`src/rtl/bf16_cmp_pkg.sv`:
```
package bf16_cmp_pkg;
    localparam int WORD_W = 32;
    localparam int EXP_W  = 8;
    localparam int FRAC_W = 23;
    localparam int KEEP_W = 7;
    localparam int KEY_W  = EXP_W + KEEP_W;

    typedef struct packed {
        logic              neg;
        logic [EXP_W-1:0]  expo;
        logic [KEEP_W-1:0] frac;
    } bf16_fields_t;

    typedef struct packed {
        logic valid;
        logic gt;
    } cmp_reg_t;
endpackage

```
`src/rtl/bf16_field_split.sv`:
```
module bf16_field_split
    import bf16_cmp_pkg::*;
#(
    parameter int W_WORD = WORD_W,
    parameter int W_EXP  = EXP_W,
    parameter int W_FRAC = FRAC_W,
    parameter int W_KEEP = KEEP_W
) (
    input  logic [W_WORD-1:0] word,
    output bf16_fields_t      fields
);
    localparam int SIGN_POS = W_WORD - 1;
    localparam int EXP_TOP  = W_WORD - 2;
    localparam int FRAC_TOP = W_FRAC - 1;

    always_comb begin
        fields.neg  = word[SIGN_POS];
        fields.expo = word[EXP_TOP -: W_EXP];
        fields.frac = word[FRAC_TOP -: W_KEEP];
    end
endmodule

```
`src/rtl/bf16_key_cmp.sv`:
```
module bf16_key_cmp #(
    parameter int W = 15
) (
    input  logic [W-1:0] lhs,
    input  logic [W-1:0] rhs,
    output logic         lhs_gt,
    output logic         lhs_eq
);
    always_comb begin
        lhs_gt = (lhs > rhs);
        lhs_eq = (lhs == rhs);
    end
endmodule

```
`src/rtl/bf16_order_decide.sv`:
```
module bf16_order_decide
    import bf16_cmp_pkg::*;
(
    input  logic neg_a,
    input  logic neg_b,
    input  logic mag_gt,
    input  logic mag_eq,
    output logic a_greater
);
    always_comb begin
        if (neg_a != neg_b) begin
            a_greater = neg_b;
        end else if (!neg_a) begin
            a_greater = mag_gt | mag_eq;
        end else begin
            a_greater = !(mag_gt | mag_eq);
        end
    end
endmodule

```
`src/rtl/bf16_gt_cmp.sv`:
```
module bf16_gt_cmp
    import bf16_cmp_pkg::*;
#(
    parameter int W_WORD = WORD_W,
    parameter int N_OPS  = 2
) (
    input  logic              clk,
    input  logic              rst,
    input  logic              in_valid,
    input  logic [W_WORD-1:0] a_word,
    input  logic [W_WORD-1:0] b_word,
    output logic              gt_now,
    output logic              out_valid,
    output logic              gt_q
);
    localparam int KW = KEY_W;

    logic [W_WORD-1:0] op_words [N_OPS];
    bf16_fields_t      op_flds  [N_OPS];
    logic [KW-1:0]     op_keys  [N_OPS];

    assign op_words[0] = a_word;
    assign op_words[1] = b_word;

    for (genvar i = 0; i < N_OPS; i++) begin : g_split
        bf16_field_split #(.W_WORD(W_WORD)) u_split (
            .word   (op_words[i]),
            .fields (op_flds[i])
        );
        assign op_keys[i] = {op_flds[i].expo, op_flds[i].frac};
    end

    logic mag_gt, mag_eq, flag;

    bf16_key_cmp #(.W(KW)) u_key (
        .lhs    (op_keys[0]),
        .rhs    (op_keys[1]),
        .lhs_gt (mag_gt),
        .lhs_eq (mag_eq)
    );

    bf16_order_decide u_decide (
        .neg_a     (op_flds[0].neg),
        .neg_b     (op_flds[1].neg),
        .mag_gt    (mag_gt),
        .mag_eq    (mag_eq),
        .a_greater (flag)
    );

    cmp_reg_t st_d, st_q;

    always_comb begin
        st_d       = st_q;
        st_d.valid = in_valid;
        if (in_valid) begin
            st_d.gt = flag;
        end
        if (rst) begin
            st_d = '0;
        end
    end

    always_ff @(posedge clk) begin
        st_q <= st_d;
    end

    assign gt_now    = flag;
    assign out_valid = st_q.valid;
    assign gt_q      = st_q.gt;
endmodule

```
`config.mk`:
```
export PLATFORM = sky130hd
export DESIGN_NAME = bf16_gt_cmp
export DESIGN_NICKNAME = d
export VERILOG_FILES = /design/src/rtl/bf16_cmp_pkg.sv /design/src/rtl/bf16_field_split.sv /design/src/rtl/bf16_key_cmp.sv /design/src/rtl/bf16_order_decide.sv /design/src/rtl/bf16_gt_cmp.sv
export SDC_FILE = /design/constraint.sdc
export NUM_CORES = 1
export LEC_CHECK = 0
export ABC_AREA = 1
export BUFFER_PORTS_ARGS = -buffer_cell sky130_fd_sc_hd__buf_2
export CORE_MARGIN = 2
export CORE_UTILIZATION = 30
export CTS_BUF_LIST = sky130_fd_sc_hd__clkbuf_8
export CTS_CLUSTER_SIZE = 12
export DETAILED_ROUTE_END_ITERATION = 6
export PLACE_DENSITY = 0.83
export SLEW_MARGIN = 20
export SYNTH_ARGS = -nofsm -noshare
export SYNTH_HDL_FRONTEND = slang
export SYNTH_SLANG_ARGS = --single-unit
```
`constraint.sdc`:
```
create_clock -name clk -period 1.5 [get_ports clk]
set_clock_uncertainty 0.2 [all_clocks]
set_input_delay 0.3 -clock clk [delete_from_list [all_inputs] [get_ports clk]]
set_output_delay 0.3 -clock clk [all_outputs]
set_load 0.005 [all_outputs]
```
[After elaboration in Yosys (flattened, before gate mapping)]
Cells that the tools add are included.
Storage, ports and cells
  bits in registers: 2
  bits in latches: 0
  RAM bits: 0
  memory bits (read-only): 0
  input port bits: 67
  output and inout port bits: 3
  word-level logic and storage cells: 9
  memories kept: 0
Cells by class
  $add $sub $neg: 0
  multipliers: 0
  divide/modulo/power cells: 0
  order comparisons: 1
  equality and inequality tests: 2
  shift operators: 0
  muxes and demuxes: 2
  bitwise operators: 1
  reductions and logical operators: 1
Operators by type and width (number)
  15-bit == test: 1
  15-bit greater-than comparator: 1
  1-bit 2-to-1 mux: 2
  1-bit zero test: 1
  1-bit != test: 1
  1-bit OR: 1

[Logic depth before layout (Yosys ltp)]
  depth after elaboration: 5
  gate-level depth with buffers: 13
  gate-level depth less buffers: 13

[Cells and area by module]
A second synthesis with hierarchy kept.
Unflattened totals
  cells, all modules: 123
  area, all modules: 787.0 sq um
By module, submodules not included
  bf16_key_cmp: times used 1, cells an instance 76, area an instance 454.2 sq um, seq. area each 0.0 sq um
  bf16_field_split: times used 2, cells an instance 16, area an instance 120.1 sq um, seq. area each 0.0 sq um
  bf16_gt_cmp: times used 1, cells an instance 10, area an instance 72.6 sq um, seq. area each 40.0 sq um
  bf16_order_decide: times used 1, cells an instance 5, area an instance 20.0 sq um, seq. area each 0.0 sq um

[Worst setup path after synthesis]
Ideal clock, no wire load.
  path kind: input to output
  start: input port b_word[30]
  end: output port gt_now
  arrival time: 1177 ps
  data required time: 1000 ps
  slack: -177 ps
  stages: 9
  path buffers: 0
  cells stage by stage: inv_1 -> ha_1 -> nand2_2 -> inv_1 -> a21oi_1 -> o21ai_1 -> nor2_1 -> nand3_1 -> nand2_1
On the way
  cells in the longest elaborated chain, start to end: 5
  elaborated cells on any way between the ends: 6
  classes of those cells: order compare (1); eq/ne (1); mux (2); bitwise (1); reduce/logical (1)
Ends and longest elaborated chain
  start: declaration: RTL line bf16_gt_cmp.sv:11  | input logic [W_WORD-1:0] b_word,
  15-bit greater-than comparator or 15-bit == test (tied branches): RTL line bf16_key_cmp.sv:10, bf16_key_cmp.sv:11
  1-bit OR (*): RTL line bf16_order_decide.sv:14, bf16_order_decide.sv:16
  1-bit zero test: RTL line bf16_order_decide.sv:16  | a_greater = !(mag_gt | mag_eq);
  1-bit 2-to-1 mux (*): RTL line bf16_order_decide.sv:13  | end else if (!neg_a) begin
  1-bit 2-to-1 mux (*): RTL line bf16_order_decide.sv:11  | if (neg_a != neg_b) begin
  end: declaration: RTL line bf16_gt_cmp.sv:12  | output logic gt_now,
Mark *: on every way between the ends. The rest lies on a longest branch, timed or not.

[Worst setup path after layout]
  start: input port a_word[22]
  end: output port gt_now
On the way
  cells in the longest elaborated chain, start to end: 5
  elaborated cells on any way between the ends: 6
  classes of those cells: order compare (1); eq/ne (1); mux (2); bitwise (1); reduce/logical (1)
Ends and longest elaborated chain
  start: declaration: RTL line bf16_gt_cmp.sv:10  | input logic [W_WORD-1:0] a_word,
  15-bit greater-than comparator or 15-bit == test (tied branches): RTL line bf16_key_cmp.sv:10, bf16_key_cmp.sv:11
  1-bit OR (*): RTL line bf16_order_decide.sv:14, bf16_order_decide.sv:16
  1-bit zero test: RTL line bf16_order_decide.sv:16
  1-bit 2-to-1 mux (*): RTL line bf16_order_decide.sv:13
  1-bit 2-to-1 mux (*): RTL line bf16_order_decide.sv:11
Marked as above.

==> metrics.md <==
| Metric | Value |
|---|---|
| Max-Cap Viols | `0` |
| Minimum clock period after layout | `between 1.5 and 2 ns` |
| Half-perimeter wire length after placement | `1210 um` |
| Total track usage | `0.155` |
| 1st-iter DRT viols | `4` |
| Worst path max stage delay | `~0.24 ns` |
| Int Pwr | `roughly 410 uW` |
| Clock root buffer master | `clkbuf_8` |
| IO Count | `70` |
| Levels on crit path | `11` |
| Flops & latches, synth | `2` |
| Clock-pin slew on the worst setup and hold paths | `roughly 0.03 ns` |
| Post-synth top area cell | `ha_1` |
| Final worst slack | `-0.427 ns` |
| Worst flop-to-flop path endpoint | `gt_q$_SDFFE_PP0P_` |
| Setup TNS | `-0.722 ns` |
| Worst vdd ir | `between 300 and 400 uV` |
| Synthesized area per cell | `just under 6 um2` |
| Chip width | `about 48 um` |
| Relative max-transition margin | `0.885` |
| Setup WS pre-CTS | `-0.491 ns` |
| Via density | `about 4.4` |
| CP required | `1.00 ns` |
| Final hold violations | `0` |
| Critical Path AT | `1.43 ns` |
| NetSw | `around 200 uW` |
| Worst setup path endpoint | `gt_now` |
| Vias | `731` |
| Comb power frac | `0.569` |
| Vias in the first global route | `745` |
| Most frequent cell on the critical path | `nand2_2` |
| Largest net degree at the start of global routing | `4` |
| Top delay family on crit path | `simple AND/OR/NAND/NOR gates` |
| Final nets | `226` |
| H-tree lvl count | `1` |
| Number of CTS-inserted buffers | `3` |
| Leading cell types by count after synthesis | `inv_1, nand2_1, ha_1` |
| R2R depth | `4` |
| Post-placement cell count | `160` |
| CTS tree | `built` |
| Clk_lat worst skew | `about 0.21 ns` |
| Hold slack | `0.0782 ns` |
| Netlist cell types | `13` |
| Die ar. | `~2300 um2` |
| Setup crit end kind | `output port` |
| TritonRoute pass-1 iters | `4` |
| Max Clock Freq | `approximately 520 MHz` |
| CP bufs+invs | `3` |
| Routed length per placed instance | `10.5 um` |
| Antenna cells | `0` |
| Die H | `about 48 um` |
| Worst R2R Start | `gt_q$_SDFFE_PP0P_` |
| Power density cells | `500 nW/um2` |
| Initial antenna violation count | `0` |
| Final Setup Violations | `2` |
| Met1 Use GR | `0.134` |
| Syn. warnings | `0` |
| CP Cell Sequence | `buf_2 -> ha_4 -> nand2_4 -> inv_1 -> a21oi_2 -> nand2_1 -> nand2_2 -> nand3_2 -> nand2_2 -> nand2_2 -> buf_6` |
| Worst hold-check path type | `input port to flop` |
| Pleak | `0.000666 uW` |
| Site Rows | `15` |
| Post-synth EDFFs | `0` |
| Top_reg_cell synth | `dfxtp_1` |
| RSZ-0062 raised after global routing | `yes` |
| Fin. max-slew vios | `0` |
| Yosys top cell area share | `0.329` |
| Final Non-Filler Cells | `~170` |
| Post-DRT Antenna Nets | `0` |
| Critical Setup Path Class | `input port to output port` |
| Maximum clock path buffer count | `2` |
| Synth Instances | `97` |
| First-pass GRT wire length | `2560 um` |
| Sw Share | `0.331` |
| Clock network power share | `0.336` |
| Worst slew pin tran | `0.172 ns` |
| Fraction of layout instances using a drive strength above 1 | `0.718` |
| Core ar. | `about 1800 um2` |
| IO buf count | `37` |
| Seq/Total Area, Yosys | `0.0702` |
| Cell Area, Synth | `around 570 um2` |
| Final Cycle Share | `1.28` |
| Number of remaining DRC errors | `0` |
| Crit path from | `a_word[22]` |
| Gpl congestion | `0.696` |
| Reg power frac | `0.095` |
| FF-to-FF setup slack | `0.67 ns` |
| Worst-path fanout max | `2` |
| Kind of start point of the critical path | `input port` |
| Drt total wl | `1760 um` |
| Clock Sinks | `2` |
| Run status | `finished, violations left` |
| Starting density of the core | `0.323` |
| P&R area growth vs syn | `116%` |
| Overall power | `just over 600 uW` |
| M3 GR Usage | `0.0302` |
| Met2 usage | `0.351` |
| Failing checks | `negative setup slack` |
| Syn nets | `between 150 and 200` |
| Ys async rst share | `0` |
| Cell with the most instances after synthesis | `inv_1` |
| Hold buffers post-CTS | `0` |
| Busiest grt layer | `met2` |
| Grt total ovfl | `0` |
| Slowest cell on the critical path | `ha_4` |
| Area contributors post-synth | `ha_1, inv_1, nand2_1, dfxtp_1, nor2_1` |
-- kinds of logic after synthesis --
family	share of synthesized area
simple gates	0.366
fa+ha+maj	0.329
flops	0.0702
buf+inv	0.191
compound gates	0.0439
-- cell type report --
cell class / instances / area (um2)
clock buffers: 3 / 41.3
fillers: 166 / 533
inverters: 29 / 129
multi-input cells: 66 / 708
flip-flops and latches: 2 / 40.0
well taps: 25 / 31.3
repair buffers: 42 / 282
-- per-layer routing --
| metal | routed length, um | share of wire |
|---|---|---|
| met1 | 570 | 0.32 |
| met4 | 8 | 0.0045 |
| met5 | 0 | 0 |
| met2 | 1100 | 0.63 |
| met3 | 81 | 0.046 |
-- per-stage QoR --
| step | cell area [um2] | util |
|---|---|---|
| 6_report | 1230 | 0.698 |
| 5_1_grt | 1230 | 0.698 |
| 4_1_cts | 1100 | 0.624 |
| 3_5_place_dp | 955 | 0.541 |
| 3_3_place_gp | 955 | 0.541 |
| 2_1_floorplan | 731 | - |
-- registers in the layout (all words and copies together) (netlist names) --
| signal | cells |
|---|---|
| gt_q | 1 |
| out_valid | 1 |
-- cell usage in the layout, fill, tap and decap left out --
cell type / n
a21oi_2: 4
buf_12: 1
buf_2: 29
buf_4: 5
buf_6: 7
clkbuf_8: 3
dfxtp_1: 2
ha_1: 1
ha_4: 14
inv_1: 14
inv_12: 1
inv_2: 11
inv_4: 3
nand2_1: 16
nand2_2: 8
nand2_4: 6
nand3_1: 2
nand3_2: 2
nand3b_1: 1
nor2_1: 4
nor2_2: 3
nor2_4: 4
o21ai_4: 1
-- power groups by stage --
stage | registers [uW] | logic (uW) | clock network, uW
4_1_cts | 58.6 | 286 | 212
6_report | 58.5 | 350 | 207
5_1_grt | 58.9 | 388 | 220
2_1_floorplan | 59.8 | 153 | 0
3_3_place_gp | 59.0 | 234 | 0
3_5_place_dp | 59.2 | 245 | 0
-- repair_timing --
action | 4_1_cts | 5_1_grt
endpoints found under the hold margin | 0 | 0
buffers inserted | 3 | 1
gates resized for setup | 18 | 28
endpoints found under the setup margin | 2 | 2
pin swaps | 18 | 24
-- worst min-delay path by stage --
stage | depth (start not counted) | slack, ns | endpoint | startpoint
floorplan | 1 | 0.17 | out_valid$_SDFF_PP0_ | rst
global placement | 2 | 0.27 | out_valid$_SDFF_PP0_ | rst
detailed placement | 2 | 0.27 | out_valid$_SDFF_PP0_ | rst
CTS | 2 | 0.06 | out_valid$_SDFF_PP0_ | rst
global route | 2 | 0.08 | out_valid$_SDFF_PP0_ | rst
finish | 2 | 0.08 | out_valid$_SDFF_PP0_ | rst
(Power assumes the default switching activity.)
